`config.mk`:
```
export PLATFORM = sky130hd
export DESIGN_NAME = spi_swseq_engine
export DESIGN_NICKNAME = d
export VERILOG_FILES = /design/src/rtl/spi_swseq_pkg.sv /design/src/rtl/spi_sck_div.sv /design/src/rtl/spi_frame_shifter.sv /design/src/rtl/spi_swseq_engine.sv
export SDC_FILE = /design/constraint.sdc
export NUM_CORES = 1
export LEC_CHECK = 0
export ABC_AREA = 1
export BUFFER_PORTS_ARGS = -buffer_cell sky130_fd_sc_hd__buf_2
export CAP_MARGIN = 20
export CORE_MARGIN = 8
export CORE_UTILIZATION = 40
export DETAILED_ROUTE_END_ITERATION = 8
export SETUP_SLACK_MARGIN = 0.5
export SYNTH_ARGS = -nofsm -noshare
export SYNTH_HDL_FRONTEND = slang
export SYNTH_HIERARCHICAL = 1
export SYNTH_SLANG_ARGS = --single-unit
```
`constraint.sdc`:
```
create_clock -name clk -period 3.1 [get_ports clk]
set_clock_uncertainty 0.05 [all_clocks]
set_input_delay 0.62 -clock clk [delete_from_list [all_inputs] [get_ports clk]]
set_output_delay 0.62 -clock clk [all_outputs]
set_load 0.02 [all_outputs]
```
`src/rtl/spi_swseq_pkg.sv`:
```
package spi_swseq_pkg;

  typedef enum logic [2:0] {S_IDLE, S_GAP, S_PFX, S_PRI, S_POLL} seq_state_e;

  localparam logic [7:0] STATUS_RD_OP = 8'h05;
  localparam logic [2:0] FREQ_FAST    = 3'b001;

  // Number of SCK periods in a primary frame.
  function automatic logic [6:0] frame_len(input logic addr_en, input logic data_en,
                                           input logic [1:0] cnt);
    logic [6:0] n;
    n = 7'd8;
    if (addr_en) n = n + 7'd24;
    if (data_en) n = n + (7'(cnt) + 7'd1) * 7'd8;
    return n;
  endfunction

  // Left-aligned primary frame: opcode, optional address, optional data.
  function automatic logic [63:0] build_frame(input logic [7:0] op, input logic addr_en,
                                              input logic [23:0] addr, input logic data_en,
                                              input logic [1:0] cnt, input logic [31:0] wd);
    logic [63:0] v;
    logic [6:0]  p;
    logic [5:0]  nb8;
    logic [31:0] dl;
    v = {op, 56'd0};
    p = 7'd56;
    if (addr_en) begin
      v[55:32] = addr;
      p = 7'd32;
    end
    if (data_en) begin
      nb8 = (6'(cnt) + 6'd1) * 6'd8;
      dl  = wd << (6'd32 - nb8);
      v   = v | ({dl, 32'd0} >> (7'd64 - p));
    end
    return v;
  endfunction

  // Mask of the low 8*(cnt+1) bits.
  function automatic logic [31:0] rx_mask(input logic [1:0] cnt);
    logic [32:0] m;
    m = (33'd1 << ((6'(cnt) + 6'd1) * 6'd8)) - 33'd1;
    return m[31:0];
  endfunction

  // 1 selects the fast divider; reserved codes and read cycles stay slow.
  function automatic logic use_fast(input logic [2:0] f, input logic rd);
    return (f == FREQ_FAST) && !rd;
  endfunction

endpackage

```
`src/rtl/spi_sck_div.sv`:
```
module spi_sck_div #(
  parameter int CW = 4
) (
  input  logic          clk,
  input  logic          rst_n,
  input  logic          run,
  input  logic [CW-1:0] half,
  output logic          tick
);
  logic [CW-1:0] cnt;

  assign tick = run && (cnt == half - CW'(1));

  always_ff @(posedge clk or negedge rst_n) begin
    if (!rst_n)            cnt <= '0;
    else if (!run || tick) cnt <= '0;
    else                   cnt <= cnt + CW'(1);
  end
endmodule

```
`src/rtl/spi_frame_shifter.sv`:
```
module spi_frame_shifter #(
  parameter int CW = 4
) (
  input  logic          clk,
  input  logic          rst_n,
  input  logic          start,
  input  logic [63:0]   tx_vec,
  input  logic [6:0]    nbits,
  input  logic [CW-1:0] half,
  input  logic          miso,
  output logic          sck,
  output logic          cs_n,
  output logic          mosi,
  output logic [31:0]   rx_word,
  output logic          frame_done
);
  logic          active;
  logic [63:0]   tx_sr;
  logic [6:0]    left;
  logic [CW-1:0] half_q;
  logic          tick;

  spi_sck_div #(.CW(CW)) u_div (
    .clk(clk), .rst_n(rst_n), .run(active), .half(half_q), .tick(tick)
  );

  assign mosi = active & tx_sr[63];

  always_ff @(posedge clk or negedge rst_n) begin
    if (!rst_n) begin
      active <= 1'b0; tx_sr <= '0; left <= '0; half_q <= '0;
      sck <= 1'b0; cs_n <= 1'b1; rx_word <= '0; frame_done <= 1'b0;
    end else begin
      frame_done <= 1'b0;
      if (start && !active) begin
        active <= 1'b1; cs_n <= 1'b0; sck <= 1'b0;
        tx_sr <= tx_vec; left <= nbits; half_q <= half;
      end else if (tick) begin
        if (!sck) begin
          sck     <= 1'b1;
          rx_word <= {rx_word[30:0], miso};
        end else begin
          sck   <= 1'b0;
          tx_sr <= {tx_sr[62:0], 1'b0};
          left  <= left - 7'd1;
          if (left == 7'd1) begin
            active <= 1'b0; cs_n <= 1'b1; frame_done <= 1'b1;
          end
        end
      end
    end
  end

  assert_sck_low_idle_R3: assert property (@(posedge clk) disable iff (!rst_n)
    cs_n |-> !sck);
  assert_rate_held_R6: assert property (@(posedge clk) disable iff (!rst_n)
    (!cs_n && $past(!cs_n)) |-> $stable(half_q));
  assert_cs_held_R10: assert property (@(posedge clk) disable iff (!rst_n)
    (active && left > 7'd1) |=> !cs_n);
endmodule

```
`src/rtl/spi_swseq_engine.sv`:
```
module spi_swseq_engine
  import spi_swseq_pkg::*;
#(
  parameter int HALF_20 = 3,
  parameter int HALF_33 = 2,
  parameter int GAP_CYC = 2
) (
  input  logic        clk,
  input  logic        rst_n,
  input  logic        go,
  input  logic [2:0]  cfg_freq,
  input  logic        cfg_data_en,
  input  logic [1:0]  cfg_byte_cnt,
  input  logic [2:0]  cfg_op_sel,
  input  logic        cfg_pfx_sel,
  input  logic        cfg_atomic,
  input  logic        cfg_read_cycle,
  input  logic        cfg_addr_en,
  input  logic [23:0] cfg_addr,
  input  logic [31:0] cfg_wdata,
  input  logic [63:0] op_menu,
  input  logic [15:0] pfx_ops,
  output logic        spi_sck,
  output logic        spi_cs_n,
  output logic        spi_mosi,
  input  logic        spi_miso,
  output logic [31:0] rdata,
  output logic        cycle_busy,
  output logic        cycle_done
);
  localparam int HMAX = (HALF_20 > HALF_33) ? HALF_20 : HALF_33;
  localparam int CW   = $clog2(HMAX + 1) + 1;
  localparam int GW   = $clog2(GAP_CYC + 1) + 1;

  seq_state_e  state, nxt;
  logic [GW-1:0] gap_cnt;
  logic        start;
  logic [2:0]  l_freq, l_op;
  logic        l_read, l_data, l_pfx, l_atomic, l_addr_en;
  logic [1:0]  l_cnt;
  logic [23:0] l_addr;
  logic [31:0] l_wdata;
  logic [63:0] tx_vec;
  logic [6:0]  nbits;
  logic [CW-1:0] half;
  logic [31:0] rx_word;
  logic        frame_done;

  // Named events for the assertions.
  logic go_take, go_drop, poll_again, seq_end;
  assign go_take    = go && (state == S_IDLE);
  assign go_drop    = go && (state != S_IDLE);
  assign poll_again = (state == S_POLL) && frame_done && rx_word[0];
  assign seq_end    = frame_done && (((state == S_PRI) && !l_atomic) ||
                                     ((state == S_POLL) && !rx_word[0]));

  assign half = use_fast(l_freq, l_read) ? CW'(HALF_33) : CW'(HALF_20);

  always_comb begin
    case (state)
      S_PFX:   begin tx_vec = {pfx_ops[8*l_pfx +: 8], 56'd0}; nbits = 7'd8;  end
      S_POLL:  begin tx_vec = {STATUS_RD_OP, 56'd0};          nbits = 7'd16; end
      default: begin
        tx_vec = build_frame(op_menu[8*l_op +: 8], l_addr_en, l_addr, l_data, l_cnt, l_wdata);
        nbits  = frame_len(l_addr_en, l_data, l_cnt);
      end
    endcase
  end

  spi_frame_shifter #(.CW(CW)) u_shift (
    .clk(clk), .rst_n(rst_n), .start(start), .tx_vec(tx_vec), .nbits(nbits),
    .half(half), .miso(spi_miso), .sck(spi_sck), .cs_n(spi_cs_n), .mosi(spi_mosi),
    .rx_word(rx_word), .frame_done(frame_done)
  );

  always_ff @(posedge clk or negedge rst_n) begin
    if (!rst_n) begin
      state <= S_IDLE; nxt <= S_PRI; gap_cnt <= '0; start <= 1'b0;
      l_freq <= '0; l_op <= '0; l_read <= 1'b0; l_data <= 1'b0; l_pfx <= 1'b0;
      l_atomic <= 1'b0; l_addr_en <= 1'b0; l_cnt <= '0; l_addr <= '0; l_wdata <= '0;
      rdata <= '0; cycle_busy <= 1'b0; cycle_done <= 1'b0;
    end else begin
      start <= 1'b0;
      case (state)
        S_IDLE: if (go_take) begin
          l_freq <= cfg_freq; l_op <= cfg_op_sel; l_read <= cfg_read_cycle;
          l_data <= cfg_data_en; l_pfx <= cfg_pfx_sel; l_atomic <= cfg_atomic;
          l_addr_en <= cfg_addr_en; l_cnt <= cfg_byte_cnt; l_addr <= cfg_addr;
          l_wdata <= cfg_wdata;
          cycle_busy <= 1'b1; cycle_done <= 1'b0;
          state <= S_GAP; gap_cnt <= '0; nxt <= cfg_atomic ? S_PFX : S_PRI;
        end
        S_GAP: if (gap_cnt == '0) begin
          start <= 1'b1; state <= nxt;
        end else gap_cnt <= gap_cnt - GW'(1);
        S_PFX: if (frame_done) begin
          state <= S_GAP; gap_cnt <= GW'(GAP_CYC - 1); nxt <= S_PRI;
        end
        S_PRI: if (frame_done) begin
          if (l_data) rdata <= rx_word & rx_mask(l_cnt);
          if (l_atomic) begin
            state <= S_GAP; gap_cnt <= GW'(GAP_CYC - 1); nxt <= S_POLL;
          end else begin
            state <= S_IDLE; cycle_busy <= 1'b0; cycle_done <= 1'b1;
          end
        end
        S_POLL: if (frame_done) begin
          if (rx_word[0]) begin
            state <= S_GAP; gap_cnt <= GW'(GAP_CYC - 1); nxt <= S_POLL;
          end else begin
            state <= S_IDLE; cycle_busy <= 1'b0; cycle_done <= 1'b1;
          end
        end
        default: state <= S_IDLE;
      endcase
    end
  end

  assert_start_R2: assert property (@(posedge clk) disable iff (!rst_n)
    go_take |=> (cycle_busy && !cycle_done));
  assert_go_ignored_R9: assert property (@(posedge clk) disable iff (!rst_n)
    go_drop |=> ($stable(l_op) && $stable(l_atomic) && cycle_busy));
  assert_poll_hold_R8: assert property (@(posedge clk) disable iff (!rst_n)
    poll_again |=> (cycle_busy && !cycle_done));
  assert_flags_excl_R8: assert property (@(posedge clk) disable iff (!rst_n)
    !(cycle_busy && cycle_done));
  assert_end_done_R8: assert property (@(posedge clk) disable iff (!rst_n)
    seq_end |=> (cycle_done && !cycle_busy));
  assert_idle_bus_R10: assert property (@(posedge clk) disable iff (!rst_n)
    (state == S_GAP) |-> spi_cs_n);
endmodule

```
# Word-level counts from Yosys, hierarchy flattened

Index checks and enable logic that the tools add are counted.

Reductions and logical operators: 25
Bitwise gates (word level): 5
Mux-type cells: 70
Add/subtract/negate cells: 10
Shifts and indexed selects: 5
Eq/ne operators: 17

Operators by type and width:

| operator              | number |
|---|---|
| $mux 64               | 4 |
| $pmux 64 s2           | 1 |
| $or 64x64->64         | 1 |
| $shiftx 64x7->8       | 1 |
| $shr 64x7->64         | 1 |
| $mux 3                | 18 |
| $mux 24               | 2 |
| $mux 7                | 6 |
| $and 32x32->32        | 1 |
| $shl 1x6->32 const A  | 1 |
| $shl 32x6->32         | 1 |
| $sub 32x1->32 const B | 1 |
| $mux 1                | 31 |
| $pmux 3 s5            | 2 |
| $shiftx 16x5->8       | 1 |
| $pmux 7 s2            | 1 |
| $ne 2x2->1 const B    | 6 |
| $pmux 3 s4            | 1 |
| $reduce_and 3->1      | 3 |
| $ne 2x1->1 const B    | 4 |
| $reduce_and 8->1      | 1 |
| $add 7x6->7           | 1 |
| $eq 7x1->1 const B    | 1 |
| $reduce_and 7->1      | 1 |
| other kinds (27)      | 41 |

Input bits: 153
Bits in registers: 226

# Longest topological paths before layout

Depth after elaboration: 9
Depth in mapped cells: 15
Depth with buffers taken out: 15

# Modules after synthesis

The synthesis kept the hierarchy.

By module, submodules not included:

| module            | area each (um2) | instances | cells an instance |
|---|---|---|---|
| spi_swseq_engine  | 6815.3          | 1         | 877 |
| spi_frame_shifter | 4814.6          | 1         | 568 |
| spi_sck_div       | 214.0           | 1         | 31 |

# Worst setup path after synthesis

Ideal clock, no wire load.

Kind: register to register
Start: reg l_cnt[0]
End: reg u_shift.tx_sr[38]
Data required time: 2.973 ns
Path buffers: 2
Period minus slack after synthesis: 2.288 ns
Path slack: 0.812 ns
Arrival time: 2.161 ns
Cell stages (with the launch flop): 14
Cells stage by stage: dfrtp_1 -> inv_2 -> clkbuf_1 -> ha_1 -> inv_1 -> nand2_2 -> inv_1 -> nor2_4 -> buf_2 -> nor2_1 -> nand2_1 -> a21oi_1 -> nand2_1 -> a21oi_1

Longest elaborated chain between the ends: 8

RTL lines:

| what                   | RTL line                | text |
|---|---|---|
| start, declared        | spi_swseq_engine.sv:40  | `logic [1:0] l_cnt;` |
| start signal, assigned | spi_swseq_engine.sv:88  | `l_addr_en <= cfg_addr_en; l_cnt <= cfg_byte_cnt; l_addr <= cfg_addr;` |
| $add 2x1->3            | spi_swseq_pkg.sv:33     | `nb8 = (6'(cnt) + 6'd1) * 6'd8;` |
| $sub 6x6->6            | spi_swseq_pkg.sv:34     | `dl = wd << (6'd32 - nb8);` |
| $shl 32x6->32          | spi_swseq_pkg.sv:34     |  |
| $shr 64x7->64          | spi_swseq_pkg.sv:35     | `v = v \| ({dl, 32'd0} >> (7'd64 - p));` |
| $or 64x64->64          | spi_swseq_pkg.sv:35     |  |
| $mux 64                | spi_swseq_pkg.sv:32     | `if (data_en) begin` |
| $pmux 64 s2            | spi_swseq_engine.sv:60  | `case (state)` |
| net tx_vec[38]         | spi_swseq_engine.sv:43  | `logic [63:0] tx_vec;` |
| $mux 64                | spi_frame_shifter.sv:35 | `if (start && !active) begin` |
| end signal, assigned   | spi_frame_shifter.sv:37 | `tx_sr <= tx_vec; left <= nbits; half_q <= half;` |
| end signal, assigned   | spi_frame_shifter.sv:44 | `tx_sr <= {tx_sr[62:0], 1'b0};` |
| end, declared          | spi_frame_shifter.sv:18 | `logic [63:0] tx_sr;` |

The timed path passes the listed nets, and every way through them passes these cells.
A chain may end at the register's enable or synchronous reset.

# Final worst setup path

Start: reg u_shift.half_q[0]
End: reg u_shift.tx_sr[32]

Longest elaborated chain between the ends: 5

RTL lines:

| what                               | RTL line                | text |
|---|---|---|
| start, declared                    | spi_frame_shifter.sv:20 | `logic [CW-1:0] half_q;` |
| start signal, assigned             | spi_frame_shifter.sv:37 |  |
| $sub 3x1->3                        | spi_sck_div.sv:12       | `assign tick = run && (cnt == half - CW'(1));` |
| $eq 3x3->1                         | spi_sck_div.sv:12       |  |
| $logic_and 1x1->1                  | spi_sck_div.sv:12       |  |
| net u_shift.tick                   | spi_frame_shifter.sv:21 | `logic tick;` |
| $reduce_bool 2->1 (no source line) | -                       |  |
| $reduce_and 2->1 (no source line)  | -                       |  |

The timed path passes the listed nets, and every way through them passes these cells.

==> metrics.cfg <==
[die]
core_sq_um = 29400
die_x_um = 188
start_util_pct = 40.3
io_pins = 190
die_h_um = 188
row_count = 63
die_area_sq_um = 35400

[timing]
setup_viol = 0
relSlewSlack_pct = 18.6
whs_ps = 15.1
tightestPinTransition_ps = 1210
fin_crit_sh_pct = 80.0
rsz0062_at_grt = false
maxSlewViolCount = 0
tns_ps = 0
hold_violations = 0
fin_crit_ps = 2480
max_clock_freq_mhz = 403

[finish]
drive_above_1_share_pct = 21.6
multi_input_area_sq_um = 5460
area_delta_synth_final_pct = 18.4
fill_cells = 2892
final-seq-area_sq_um = 5660
nets = 1804
finalInstanceArea_sq_um = 14000

[route]
wire_per_inst_um = 16.8
drt_wl_total_um = 34300
ant_nets = 0
drt_iter0_markers = 1049
vias = 10500
drc = 0
drt_first_pass_iters = 5
vias_per_cell = 5.10

[clock_tree]
clock-sinks = 226
ctsLongestPathBuffers = 3
cts-root-buf = clkbuf_16
cts.clk_slew.worst_paths_ps = 60
cts_buffers = 26
htreeDepth = 1
clkLatencyLatePin_ps = 530
postCtsHoldBufs = 0
cts_tree = done

[place]
dpl_cell_area_sq_um = 13100
port_buffers = 189
gp_congestion = 0.905
hpwl_um = 24000

[outcome]
status = complete, no violations

[grt]
antenna_found_initial = 4
overflow = 0
track_usage_pct = 18.9
grt_pass1_vias = 10400
grt_pass1_wl_um = 55700
grt_max_degree = 75

[yosys]
yosysTopAreaCell = dfrtp_1
synth.top_cells.by_area = dfrtp_1 47%, nand2_1 11%, nor2_1 7.1%
synth.avg_cell_area_sq_um = 8.02
synth_area_sq_um = 11800
synth_edf_count = 0
synthCells = 1476
ys.flop_type = dfrtp_1
ys.warnings.count = 6
ys_seq_area_share_pct = 47.8
async_reset_ff_share_pct = 100
synth_top_area_share_pct = 47.1
ys_ff_latch = 226
ys_types = 39

[setup_path]
end_kind = flop
critical_path_class = flop to flop
cp.required_ps = 3440
reg2reg_slack_ps = 620
cp_max_fo = 66
crit-reg2reg-launch = u_shift/half_q[0]$_DFFE_PN0P_
critPathCapture = u_shift/tx_sr[32]$_DFFE_PN0P_
worstRegToRegCells = 10
reg2reg_to = u_shift/tx_sr[32]$_DFFE_PN0P_
start_kind = flop
startpoint = u_shift/half_q[0]$_DFFE_PN0P_
crit_arrival_ps = 2820

[min_path]
min_path_type = primary input to async pin

[pwr]
p_leak_nw = 7.13
powerDensity_nw_per_um2 = 444
peakVddDrop_mv = 0.345

[job]
maxCapViolCount = 0

==> how the worst min path moves through the flow <==
stage                                  end  cells past startpoint
floorplan           cycle_busy$_DFFE_PN0P_                      0
global placement      rdata[1]$_DFFE_PN0P_                      2
detailed placement    rdata[6]$_DFFE_PN0P_                      2
CTS                 gap_cnt[2]$_DFFE_PN0P_                      1
global route        gap_cnt[2]$_DFFE_PN0P_                      1
finish              gap_cnt[2]$_DFFE_PN0P_                      1
==> per-layer routing <==
layer / global-route usage (%) / vias up / part of all wire, %
met5: 0 / - / 0
met4: 6.12 / 0 / 3.1
met3: 3.31 / 69 / 5.9
met2: 29.2 / 337 / 46
met1: 26.6 / 4930 / 45
li1: - / 5116 / -
==> sequential cells by signal, summed over array words and instances (netlist names), 7 cells and up <==
register         count
l_addr              24
l_wdata             32
rdata               32
u_shift/left         7
u_shift/rx_word     32
u_shift/tx_sr       64
==> kinds of logic after synthesis <==
family	after synthesis	synth area share, %
xor+xnor	4	0.296
flops	226	47.8
other cells	2	0.0634
mux	55	6.18
fa+ha+maj	14	1.48
compound gates	288	12.3
simple gates	716	25.3
buf+inv	171	6.61
==> layout by cell type (no fill, tap or decap), types with 22 or more instances in the layout <==
cell	count
buf_2	188
mux2_2	22
mux2_4	30
inv_1	73
a21oi_1	136
dfrtp_1	222
o21ai_0	136
nand2_1	355
nor2_1	224
nand3_1	87
clkbuf_16	27
==> worst max-delay path, cell delays in order (launching register included) <==
cell and delay, ps:
dfrtp_1 360, inv_1 70, ha_1 310, xnor2_1 130, nor2_1 80, nand2_1 90, nor2_1 320, nand2_2 160
buf_12 210, o21ai_0 380, a21oi_1 120
==> cell type report <==
class	count	area share (%)
Clock buffer	38	5.47
Antenna cell	4	0.0714
Multi-Input combinational cell	1084	38.9
Clock inverter	8	0.705
Inverter	84	2.25
Sequential cell	226	40.4
Tap cell	390	3.48
Timing Repair Buffer	215	8.75
==> where the power goes <==
part           internal (mW)  switching (mW)
combinational         0.0879           0.103
sequential              2.95        0.000468
clock                   1.88            1.20
total                   4.92            1.31
==> synth_stat cells, types with 10 or more instances <==
| cell | n |
|---|---|
| a21oi_1 | 136 |
| buf_2 | 41 |
| buf_4 | 10 |
| clkbuf_1 | 27 |
| dfrtp_1 | 223 |
| ha_1 | 14 |
| inv_1 | 73 |
| mux2_2 | 22 |
| mux2_4 | 30 |
| nand2_1 | 355 |
| nand3_1 | 87 |
| nor2_1 | 224 |
| nor3_2 | 12 |
| o21ai_0 | 136 |
==> through the flow <==
| step | power [mW] | instances | setup WS [ps] | utilization [%] |
|---|---|---|---|---|
| 4_1_cts | 6.31 | 2043 | 598 | 47.5 |
| 6_report | 6.22 | 2049 | 620 | 47.7 |
| 5_1_grt | 6.45 | 2049 | 523 | 47.7 |
| 3_5_place_dp | 3.20 | 1996 | 370 | 44.6 |
| 2_1_floorplan | 3.03 | 1479 | 812 | - |
| 3_3_place_gp | 3.20 | 1996 | 419 | 44.6 |
==> what timing repair did <==
item	4_1_cts	5_1_grt
endpoints found under the setup margin	24	67
cloned	1	1
buffers inserted	0	1
pin swaps	1	1
resized for setup	1	5
(Power assumes the default switching activity.)
